--- src/rtl/bpf_pkg.sv ---
package bpf_pkg;
  localparam int BYTE_W    = 8;
  localparam int WORD_W    = 16;
  localparam int CNT_W     = 2;

  localparam int FL_EMPTY_RD = 0;
  localparam int FL_TX_UDF   = 1;
  localparam int FL_TX_RDY   = 2;
  localparam int FL_RX_RDY   = 3;
  localparam int FL_RX_OVR   = 4;
  localparam int NUM_FLAGS   = 5;

  typedef logic [BYTE_W-1:0] byte_t;
  typedef logic [WORD_W-1:0] word_t;
endpackage

--- src/rtl/bpf_wr_pack.sv ---
module bpf_wr_pack
  import bpf_pkg::*;
(
  input  logic              big_endian_i,
  input  logic              narrow_i,
  input  word_t             wdata_i,
  output word_t             ins_word_o,
  output logic [CNT_W-1:0]  ins_cnt_o
);
  byte_t first_b, second_b;

  // first_b lands higher in the store and leaves first
  assign first_b  = big_endian_i ? wdata_i[15:8] : wdata_i[7:0];
  assign second_b = big_endian_i ? wdata_i[7:0]  : wdata_i[15:8];

  assign ins_word_o = narrow_i ? {8'h00, wdata_i[7:0]} : {first_b, second_b};
  assign ins_cnt_o  = narrow_i ? CNT_W'(1) : CNT_W'(2);
endmodule

--- src/rtl/bpf_rd_unpack.sv ---
module bpf_rd_unpack
  import bpf_pkg::*;
(
  input  logic  big_endian_i,
  input  byte_t byte0_i,
  input  byte_t byte1_i,
  output word_t rdata_o
);
  assign rdata_o = big_endian_i ? {byte0_i, byte1_i} : {byte1_i, byte0_i};
endmodule

--- src/rtl/bpf_store.sv ---
module bpf_store
  import bpf_pkg::*;
#(
  parameter int DEPTH = 4,
  parameter int LW    = 3
) (
  input  logic             clk_i,
  input  logic             rst_ni,
  input  logic             tx_pop_i,
  input  logic             rx_push_i,
  input  byte_t            rx_byte_i,
  input  logic             rd_i,
  input  logic             wr_i,
  input  word_t            ins_word_i,
  input  logic [CNT_W-1:0] ins_cnt_i,
  output byte_t            byte0_o,
  output byte_t            byte1_o,
  output byte_t            tx_byte_o,
  output logic [LW-1:0]    lvl_o,
  output logic             ev_empty_rd_o,
  output logic             ev_udf_o,
  output logic             ev_last_tx_o,
  output logic             ev_rx_ok_o,
  output logic             ev_ovr_o
);
  localparam int DW = DEPTH * BYTE_W;
  localparam logic [DW-1:0] BYTE_MASK = DW'({BYTE_W{1'b1}});

  logic [DW-1:0] data_q, data_d, d_s1, d_s2;
  logic [LW-1:0] lvl_q, lvl_d, l_s1, l_s2, top_idx;
  int            take;

  assign top_idx   = (lvl_q == '0) ? '0 : lvl_q - 1'b1;
  assign tx_byte_o = data_q[int'(top_idx)*BYTE_W +: BYTE_W];
  assign byte0_o   = data_q[0 +: BYTE_W];
  assign byte1_o   = data_q[BYTE_W +: BYTE_W];
  assign lvl_o     = lvl_q;

  // engine op, then read, then write; bytes above the level stay zero
  always_comb begin
    ev_empty_rd_o = 1'b0;
    ev_udf_o      = 1'b0;
    ev_last_tx_o  = 1'b0;
    ev_rx_ok_o    = 1'b0;
    ev_ovr_o      = 1'b0;
    d_s1 = data_q;
    l_s1 = lvl_q;
    if (tx_pop_i) begin
      if (lvl_q == '0) begin
        ev_udf_o = 1'b1;
      end else begin
        d_s1 = data_q & ~(BYTE_MASK << (int'(top_idx) * BYTE_W));
        l_s1 = lvl_q - 1'b1;
        ev_last_tx_o = (lvl_q == LW'(1));
      end
    end
    if (rx_push_i) begin
      if (int'(l_s1) == DEPTH) begin
        ev_ovr_o = 1'b1;
      end else begin
        d_s1 = d_s1 | (DW'(rx_byte_i) << (int'(l_s1) * BYTE_W));
        l_s1 = l_s1 + 1'b1;
        ev_rx_ok_o = 1'b1;
      end
    end
    take = (int'(lvl_q) >= 2) ? 2 : int'(lvl_q);
    d_s2 = d_s1;
    l_s2 = l_s1;
    if (rd_i) begin
      if (lvl_q == '0) begin
        ev_empty_rd_o = 1'b1;
      end else begin
        d_s2 = d_s1 >> (take * BYTE_W);
        l_s2 = (int'(l_s1) > take) ? l_s1 - LW'(take) : '0;
      end
    end
    data_d = d_s2;
    lvl_d  = l_s2;
    if (wr_i && (int'(l_s2) + int'(ins_cnt_i) <= DEPTH)) begin
      data_d = (d_s2 << (int'(ins_cnt_i) * BYTE_W)) | DW'(ins_word_i);
      lvl_d  = l_s2 + LW'(ins_cnt_i);
    end
  end

  always_ff @(posedge clk_i or negedge rst_ni) begin
    if (!rst_ni) begin
      data_q <= '0;
      lvl_q  <= '0;
    end else begin
      data_q <= data_d;
      lvl_q  <= lvl_d;
    end
  end
endmodule

--- src/rtl/bpf_flags.sv ---
module bpf_flags #(
  parameter int N = 5
) (
  input  logic         clk_i,
  input  logic         rst_ni,
  input  logic [N-1:0] set_i,
  input  logic [N-1:0] clr_i,
  output logic [N-1:0] flag_o
);
  for (genvar i = 0; i < N; i++) begin : g_flag
    logic q;
    always_ff @(posedge clk_i or negedge rst_ni) begin
      if (!rst_ni)       q <= 1'b0;
      else if (set_i[i]) q <= 1'b1;
      else if (clr_i[i]) q <= 1'b0;
    end
    assign flag_o[i] = q;
  end
endmodule

--- src/rtl/byte_pack_fifo.sv ---
module byte_pack_fifo
  import bpf_pkg::*;
#(
  parameter int DEPTH = 4,
  localparam int LW   = $clog2(DEPTH + 1)
) (
  input  logic          clk_i,
  input  logic          rst_ni,
  input  logic          big_endian_i,
  input  logic          cpu_wr_i,
  input  logic          cpu_wr_narrow_i,
  input  logic [15:0]   cpu_wdata_i,
  input  logic          cpu_rd_i,
  output logic [15:0]   cpu_rdata_o,
  input  logic          eng_tx_pop_i,
  output logic [7:0]    eng_tx_byte_o,
  input  logic          eng_rx_push_i,
  input  logic [7:0]    eng_rx_byte_i,
  output logic [LW-1:0] level_o,
  output logic          empty_rd_o,
  output logic          tx_udf_o,
  output logic          tx_rdy_o,
  output logic          rx_rdy_o,
  output logic          rx_ovr_o
);
  word_t            ins_word;
  logic [CNT_W-1:0] ins_cnt;
  byte_t            byte0, byte1;
  logic             ev_empty_rd, ev_udf, ev_last_tx, ev_rx_ok, ev_ovr;
  logic [NUM_FLAGS-1:0] fl_set, fl_clr, fl_q;

  bpf_wr_pack u_wr_pack (
    .big_endian_i (big_endian_i),
    .narrow_i     (cpu_wr_narrow_i),
    .wdata_i      (cpu_wdata_i),
    .ins_word_o   (ins_word),
    .ins_cnt_o    (ins_cnt)
  );

  bpf_store #(.DEPTH(DEPTH), .LW(LW)) u_store (
    .clk_i         (clk_i),
    .rst_ni        (rst_ni),
    .tx_pop_i      (eng_tx_pop_i),
    .rx_push_i     (eng_rx_push_i),
    .rx_byte_i     (eng_rx_byte_i),
    .rd_i          (cpu_rd_i),
    .wr_i          (cpu_wr_i),
    .ins_word_i    (ins_word),
    .ins_cnt_i     (ins_cnt),
    .byte0_o       (byte0),
    .byte1_o       (byte1),
    .tx_byte_o     (eng_tx_byte_o),
    .lvl_o         (level_o),
    .ev_empty_rd_o (ev_empty_rd),
    .ev_udf_o      (ev_udf),
    .ev_last_tx_o  (ev_last_tx),
    .ev_rx_ok_o    (ev_rx_ok),
    .ev_ovr_o      (ev_ovr)
  );

  bpf_rd_unpack u_rd_unpack (
    .big_endian_i (big_endian_i),
    .byte0_i      (byte0),
    .byte1_i      (byte1),
    .rdata_o      (cpu_rdata_o)
  );

  always_comb begin
    fl_set = '0;
    fl_clr = '0;
    fl_set[FL_EMPTY_RD] = ev_empty_rd;
    fl_set[FL_TX_UDF]   = ev_udf;
    fl_set[FL_TX_RDY]   = ev_last_tx;
    fl_set[FL_RX_RDY]   = ev_rx_ok;
    fl_set[FL_RX_OVR]   = ev_ovr;
    fl_clr[FL_EMPTY_RD] = cpu_wr_i;
    fl_clr[FL_TX_UDF]   = cpu_wr_i;
    fl_clr[FL_TX_RDY]   = cpu_wr_i;
    fl_clr[FL_RX_RDY]   = cpu_rd_i;
    fl_clr[FL_RX_OVR]   = cpu_rd_i;
  end

  bpf_flags #(.N(NUM_FLAGS)) u_flags (
    .clk_i  (clk_i),
    .rst_ni (rst_ni),
    .set_i  (fl_set),
    .clr_i  (fl_clr),
    .flag_o (fl_q)
  );

  assign empty_rd_o = fl_q[FL_EMPTY_RD];
  assign tx_udf_o   = fl_q[FL_TX_UDF];
  assign tx_rdy_o   = fl_q[FL_TX_RDY];
  assign rx_rdy_o   = fl_q[FL_RX_RDY];
  assign rx_ovr_o   = fl_q[FL_RX_OVR];
endmodule

--- config.mk ---
export PLATFORM = sky130hd
export DESIGN_NAME = byte_pack_fifo
export DESIGN_NICKNAME = d
export VERILOG_FILES = /design/src/rtl/bpf_pkg.sv /design/src/rtl/bpf_wr_pack.sv /design/src/rtl/bpf_rd_unpack.sv /design/src/rtl/bpf_store.sv /design/src/rtl/bpf_flags.sv /design/src/rtl/byte_pack_fifo.sv
export SDC_FILE = /design/constraint.sdc
export NUM_CORES = 1
export LEC_CHECK = 0
export BUFFER_PORTS_ARGS = -buffer_cell sky130_fd_sc_hd__buf_2
export CORE_UTILIZATION = 54
export CTS_BUF_LIST = sky130_fd_sc_hd__clkbuf_8
export DETAILED_ROUTE_END_ITERATION = 8
export GPL_TIMING_DRIVEN = 0
export PLACE_DENSITY_LB_ADDON = 0.08
export SETUP_SLACK_MARGIN = 0.2
export SKIP_CTS_REPAIR_TIMING = 1
export SYNTH_ARGS = -nofsm -noshare
export SYNTH_HDL_FRONTEND = slang
export SYNTH_HIERARCHICAL = 1
export SYNTH_SLANG_ARGS = --single-unit
--- constraint.sdc ---
create_clock -name clk_i -period 6 [get_ports clk_i]
set_input_delay 1.2 -clock clk_i [delete_from_list [all_inputs] [get_ports clk_i]]
set_output_delay 1.2 -clock clk_i [all_outputs]
set_load 0.005 [all_outputs]
==> results of run 1 <==
## how the worst min path moves through the flow
stage / end / slack [ns] / depth (start not counted) / start
2_1_floorplan: u_flags/g_flag[1].q$_DFFE_PN0P_ / 0.45 / 1 / u_flags/g_flag[1].q$_DFFE_PN0P_
3_3_place_gp: u_flags/g_flag[4].q$_DFFE_PN0P_ / 0.46 / 1 / u_flags/g_flag[4].q$_DFFE_PN0P_
3_5_place_dp: u_flags/g_flag[0].q$_DFFE_PN0P_ / 0.47 / 1 / u_flags/g_flag[0].q$_DFFE_PN0P_
4_1_cts: u_flags/g_flag[0].q$_DFFE_PN0P_ / 0.49 / 1 / u_flags/g_flag[0].q$_DFFE_PN0P_
5_1_grt: u_flags/g_flag[4].q$_DFFE_PN0P_ / 0.52 / 1 / u_flags/g_flag[4].q$_DFFE_PN0P_
6_report: u_flags/g_flag[2].q$_DFFE_PN0P_ / 0.49 / 1 / u_flags/g_flag[2].q$_DFFE_PN0P_
## per-layer routing
metal | vias up | share of wire | global-route usage
met2 | 255 | 0.44 | 0.534
met1 | 2156 | 0.43 | 0.478
met5 | - | 0 | 0
met4 | 0 | 0.021 | 0.0926
li1 | 2137 | - | -
met3 | 31 | 0.10 | 0.0528
## cells in the mapped netlist (5+ instances only)
library cell	count
sky130_fd_sc_hd__buf_2	7
sky130_fd_sc_hd__a21oi_1	48
sky130_fd_sc_hd__clkbuf_1	16
sky130_fd_sc_hd__dfrtp_1	40
sky130_fd_sc_hd__a22oi_1	9
sky130_fd_sc_hd__o22a_1	12
sky130_fd_sc_hd__nor2b_1	14
sky130_fd_sc_hd__o2111ai_1	5
sky130_fd_sc_hd__buf_4	23
sky130_fd_sc_hd__mux4_2	7
sky130_fd_sc_hd__inv_1	18
sky130_fd_sc_hd__nand2_1	86
sky130_fd_sc_hd__nor3_1	13
sky130_fd_sc_hd__ha_1	11
sky130_fd_sc_hd__o21ai_0	41
sky130_fd_sc_hd__mux2_2	16
sky130_fd_sc_hd__mux2i_1	10
sky130_fd_sc_hd__nor2_1	21
sky130_fd_sc_hd__nand3_1	10
sky130_fd_sc_hd__or3_1	6
sky130_fd_sc_hd__and2_1	8
sky130_fd_sc_hd__mux2_4	10
sky130_fd_sc_hd__o221ai_1	12
sky130_fd_sc_hd__a2bb2oi_1	7
sky130_fd_sc_hd__nor4_1	6
sky130_fd_sc_hd__a21o_1	7
## cell type report
cell class | instances | area (sq um)
buffer | 53 | 333
clock buffer | 5 | 68.8
clock inverter | 2 | 12.5
fill | 707 | 2760
inverter | 19 | 75.1
multi-input combinational | 426 | 2970
sequential | 40 | 1000
tap | 102 | 128
timing repair buffer | 70 | 379
## per-stage QoR
step	power (mW)	setup slack, ns	hold WS, ns	setup TNS [ns]
final	3.09	0.369	0.487	0
after global routing	3.31	0.108	0.516	0
after CTS	2.90	-0.961	0.490	-28.69
after detailed placement	2.71	-0.926	0.470	-27.51
after global placement	2.65	-0.793	0.462	-22.49
after floorplan	2.07	0.300	0.451	0
## power by group
group / switching (mW) / internal (mW) / total, mW
clock: 0.102 / 0.0789 / 0.181
combinational: 1.34 / 1.04 / 2.38
sequential: 0.131 / 0.394 / 0.525
total: 1.57 / 1.52 / 3.09
## logic make-up (layout without fill, tap and decap cells)
group           count (synthesis)  count (layout)  share of synthesized area
other cells                     1               1                   0.000870
flops                          40              40                      0.232
simple gates                  185             185                      0.207
xor+xnor                        1               1                    0.00203
mux                            43              43                      0.136
buf+inv                        72             149                     0.0937
compound gates                183             183                      0.287
fa+ha+maj                      13              13                     0.0412
## flip-flops by register name, summed over array words and instances (netlist names)
register and count:
u_flags/g_flag.q 5, u_store/lvl_o 3, u_store/data_q 32
## worst register-to-register path, delay by kind of cell (launching register included)
kind | cells | cell delay [ns]
flip-flops | 1 | 0.44
adder cells (fa/ha/maj) | 6 | 1.68
AND/OR/NAND/NOR | 7 | 1.11
AO/OA/AOI/OAI | 9 | 1.50
buffers and inverters | 5 | 0.78
==> run summary, run 1 <==
- 0 — Max Cap Viol
- 0.232 — part of the Yosys area used for sequential elements
- u_store/lvl_o[0]$_DFF_PN0_ — launch point of the critical path
- sky130_fd_sc_hd__dfrtp_1 — cell taking the most area after synthesis
- 0.337 — GRT Util Overall
- 8.01 sq um — Synth Area per Inst
- 0.46 ns — stage delay of the slowest cell on the critical path
- flip-flop — Critical Path Start Type
- reg -> reg — path type of the worst setup path
- 2 — buffer depth of the longest clock path
- built — clock tree from TritonCTS
- 0.331 — normalized max-slew margin
- 0 — antenna violations before repair
- 7730 sq um — core footprint
- 15.3% — synth-to-layout area growth
- true — setup repair after global routing missed its margin
- 40 — Sinks on Clock Net
- 0 — antenna cells
- reg -> reg — class of the tightest hold or removal check
- 4579 — detailed-route via count
- 4970 sq um — final standard cell area without fillers
- 0 — Residual DRC
- 0.178 GHz — fmax
- 6.19 ns — Critical Path RT
- u_store/data_q[23]$_DFF_PN0_ — Setup crit end
- 21700 um — global-route wire length before repair
- 0.09 ns — Reg clk slew, reported paths
- 19.4 um — detailed-route wire length per cell
- 32 — std cell rows
- 63 — post-synth cell types
- 621 nW/um^2 — PwrDens
- 41 — largest net degree at the start of global routing
- 27 — number of cells traversed by the worst register-to-register path
- 0.232 — proportion of netlist area held by the largest area contributor
- 0.558 — effective utilization at floorplan
- 2 — H-tree lvl count
- sky130_fd_sc_hd__fa_1 — master of the slowest instance on the critical path
- 4740 sq um — area post-placement
- 717 — number of standard cells in the final layout excluding fillers
- 13900 um — WL final
- 5 — CTS Buf Count
- 0 — remaining number of nets flagged by the antenna check after routing
- 0 — Final Slew Violations
- 0.275 — share of layout cells above drive strength 1
- 0.938 — final critical-path share of the clock period
- 2.26 nW — LEAKAGE
- 5.83 ns — endpoint arrival time on the critical path
- 0.643 — Post-Route Utilization
- 1.00 — Synth async-reset ratio
- 0.30 ns — clock latency at the later pin of the worst-skew pair
- sky130_fd_sc_hd__nand2_1 — most common cell after layout, fill and taps aside
- 583 — Post-Syn Nets
- 60 — number of buffers added on ports
- 6 — number of warnings issued by yosys
- 5.63 ns — post-layout minimum cycle time
- 0 — setup violation total in the final timing report
- 433 — Starting DRT DRC Count
- 64 — number of top-level pins
- 91.4 um — Chip Height
- 0 — overflow left after global routing
- 0.37 ns — R2R setup slack
- flip-flop — endpoint class of the critical path
- 700 — count of placed standard cells including taps
- u_store/data_q[23]$_DFF_PN0_ — capturing point of the worst reg2reg path
- 0.995 ns — Tightest Pin Transition
- adder cells — largest delay contributor family on the critical path
- 0.00468 ns — clock tree skew after final layout
- 0 — total count of hold-check failures in the final report
- 4110 — vias in the first global route
- 5 — first-pass iteration count of the detailed router
- 8350 sq um — Total Die Area
- 27 — logic depth of the worst setup path including buffers
- 10 — largest fanout on the critical path
- 660 — Post-layout nets
- 0.928 — final weighted congestion in routability-driven placement
- sky130_fd_sc_hd__clkbuf_8 — cell at the root of the clock tree
- sky130_fd_sc_hd__nand2_1, sky130_fd_sc_hd__buf_2, sky130_fd_sc_hd__a21oi_1 — most used cells in the layout excluding fill and tap cells
- sky130_fd_sc_hd__ha_1 — cell type with the highest occurrence count on the critical path
- sky130_fd_sc_hd__dfrtp_1, sky130_fd_sc_hd__nand2_1, sky130_fd_sc_hd__a21oi_1, sky130_fd_sc_hd__o21ai_0, sky130_fd_sc_hd__mux2_2 — top cells by area, synth
- 4310 sq um — post-synth design cell area
- 6.39 — Avg Vias per Cell
- complete, no violations — status
- sky130_fd_sc_hd__dfrtp_1 — Main synth FF type
- 5 — Bufs and invs on worst path
- 0 — number of flops mapped to enable cells by yosys
- 91.4 um — width of the die
- 40 — number of register bits inferred by synthesis
- 0.433 mV — worst vdd ir
- 11100 um — detailed-placement wirelength estimate
- 538 — gate count of the mapped netlist
- u_store/lvl_o[0]$_DFF_PN0_ — worst reg2reg path startpoint
(Power assumes the default switching activity.)
==> run 2, diff against run 1 <==
Settings changed: PLACE_DENSITY set to 0.77, PLACE_DENSITY_LB_ADDON 0.08 to unset.
==> run summary, run 2 (synthesis gave the netlist of run 1 again) <==
- complete, no violations — status
- 2 — buffer depth of the longest clock path
- 20.0 um — detailed-route wire length per cell
- 91.4 um — width of the die
- sky130_fd_sc_hd__nand2_1, sky130_fd_sc_hd__buf_2, sky130_fd_sc_hd__a21oi_1 — most used cells in the layout excluding fill and tap cells
- flip-flop — endpoint class of the critical path
- 32 — std cell rows
- reg -> reg — class of the tightest hold or removal check
- 0 — antenna cells
- 0.373 mV — worst vdd ir
- 408 — Starting DRT DRC Count
- 2 — H-tree lvl count
- 14400 um — WL final
- 5 — first-pass iteration count of the detailed router
- -0.957 ns — worst setup slack after placement
- 22600 um — global-route wire length before repair
- 91.4 um — Chip Height
- 635 nW/um^2 — PwrDens
- 0.08 ns — Reg clk slew, reported paths
- 662 — Post-layout nets
- 0.558 — effective utilization at floorplan
- 3.19 mW — overall power consumption
- 32 — Largest register FFs
- built — clock tree from TritonCTS
- 0 — Final Slew Violations
- 0.998 ns — Tightest Pin Transition
- 8350 sq um — Total Die Area
- 0.368 ns — final worst-path setup slack
- 5.63 ns — post-layout minimum cycle time
- 680 — filler instances
- 0.315 — normalized max-slew margin
- 6.45 — Avg Vias per Cell
- sky130_fd_sc_hd__nand2_1 — most common cell after layout, fill and taps aside
- 41 — largest net degree at the start of global routing
- 0.178 GHz — fmax
- 0.347 — GRT Util Overall
- 4636 — detailed-route via count
- 0.44 ns — stage delay of the slowest cell on the critical path
- 5020 sq um — final standard cell area without fillers
- 0.914 — final weighted congestion in routability-driven placement
- 6.22 ns — Critical Path RT
- 10 — largest fanout on the critical path
- 2.28 nW — LEAKAGE
- sky130_fd_sc_hd__fa_1 — master of the slowest instance on the critical path
- 0.38 ns — R2R setup slack
- 0 — antenna violations before repair
- in -> reg — path type of the worst setup path
- sky130_fd_sc_hd__clkbuf_8 — cell at the root of the clock tree
- 16.5% — synth-to-layout area growth
- u_store/data_q — register bank with the most flops
- 0 — setup violation total in the final timing report
- 0 — Residual DRC
- 0.00410 ns — clock tree skew after final layout
- 0.492 ns — final hold slack
- 4290 — vias in the first global route
- false — setup repair after global routing missed its margin
- 0 — total count of hold-check failures in the final report
- 0.939 — final critical-path share of the clock period
- 11000 um — detailed-placement wirelength estimate
- 64 — number of top-level pins
- 5.85 ns — endpoint arrival time on the critical path
- 7730 sq um — core footprint
- 0 — Max Cap Viol
- 4740 sq um — area post-placement
- 0 — overflow left after global routing
- buf_2 > inv_2 > or3_1 > and2_1 > inv_1 > ha_1 > nand2_1 > a311o_1 > a21boi_0 > ha_1 > buf_4 > a31oi_4 > or3_1 > o21ai_2 > ha_2 > fa_1 > nor3_2 > o21ai_1 > a211oi_4 > buf_6 > nand2_4 > buf_6 > o22a_1 > o21ai_1 — CP cell instances
- input pin — Critical Path Start Type
- 0.280 — share of layout cells above drive strength 1
- 0.29 ns — clock latency at the later pin of the worst-skew pair
- 5 — CTS Buf Count
- 0.650 — Post-Route Utilization
- 0 — remaining number of nets flagged by the antenna check after routing
- 40 — Sinks on Clock Net
- 60 — number of buffers added on ports
## run 2: layout make-up
type	count	area, sq um	share of cell area
Multi-Input combinational cell	426	3000	0.598
Buffer	53	340	0.0677
Tap cell	102	128	0.0254
Clock buffer	5	68.8	0.0137
Clock inverter	2	12.5	0.00249
Inverter	19	77.6	0.0154
Timing Repair Buffer	72	392	0.0779
Sequential cell	40	1000	0.199
## run 2: worst paths after layout
| path | from | to | depth (start not counted) |
|---|---|---|---|
| max | eng_tx_pop_i | u_store/data_q[18]$_DFF_PN0_ | 24 |
| min | u_flags/g_flag[3].q$_DFFE_PN0P_ | u_flags/g_flag[3].q$_DFFE_PN0P_ | 1 |
| max reg2reg | u_store/lvl_o[0]$_DFF_PN0_ | u_store/data_q[18]$_DFF_PN0_ | 25 |
| min reg2reg | u_flags/g_flag[3].q$_DFFE_PN0P_ | u_flags/g_flag[3].q$_DFFE_PN0P_ | 1 |
| max in group asynchronous | rst_ni | u_store/lvl_o[0]$_DFF_PN0_ | 1 |
| min in group asynchronous | rst_ni | u_flags/g_flag[4].q$_DFFE_PN0P_ | 1 |
## run 2: routing by layer
layer,up-vias,routed length [um],global-route usage,share of wire
met3,27,1480,0.0620,0.10
met2,284,6430,0.547,0.45
met1,2184,6260,0.493,0.44
met5,-,0,0,0
li1,2141,-,-,-
met4,0,206,0.0847,0.014
## run 2: critical path: cells and delay by family
family | cells | cell delay (ns)
simple gates | 6 | 1.30
compound gates | 8 | 1.40
fa+ha+maj | 4 | 1.16
buf+inv | 6 | 0.77
## run 2: where the power goes
group	switching [mW]	internal (mW)	leakage, nW
Sequential	0.132	0.393	0.506
Combinational	1.40	1.08	1.74
Clock	0.101	0.0789	0.0400
## run 2: through the flow
| stage | instances | setup TNS (ns) |
|---|---|---|
| 2_1_floorplan | 538 | 0 |
| 3_3_place_gp | 700 | -23.81 |
| 3_5_place_dp | 700 | -28.17 |
| 4_1_cts | 707 | -29.48 |
| 5_1_grt | 719 | 0 |
| 6_report | 719 | 0 |
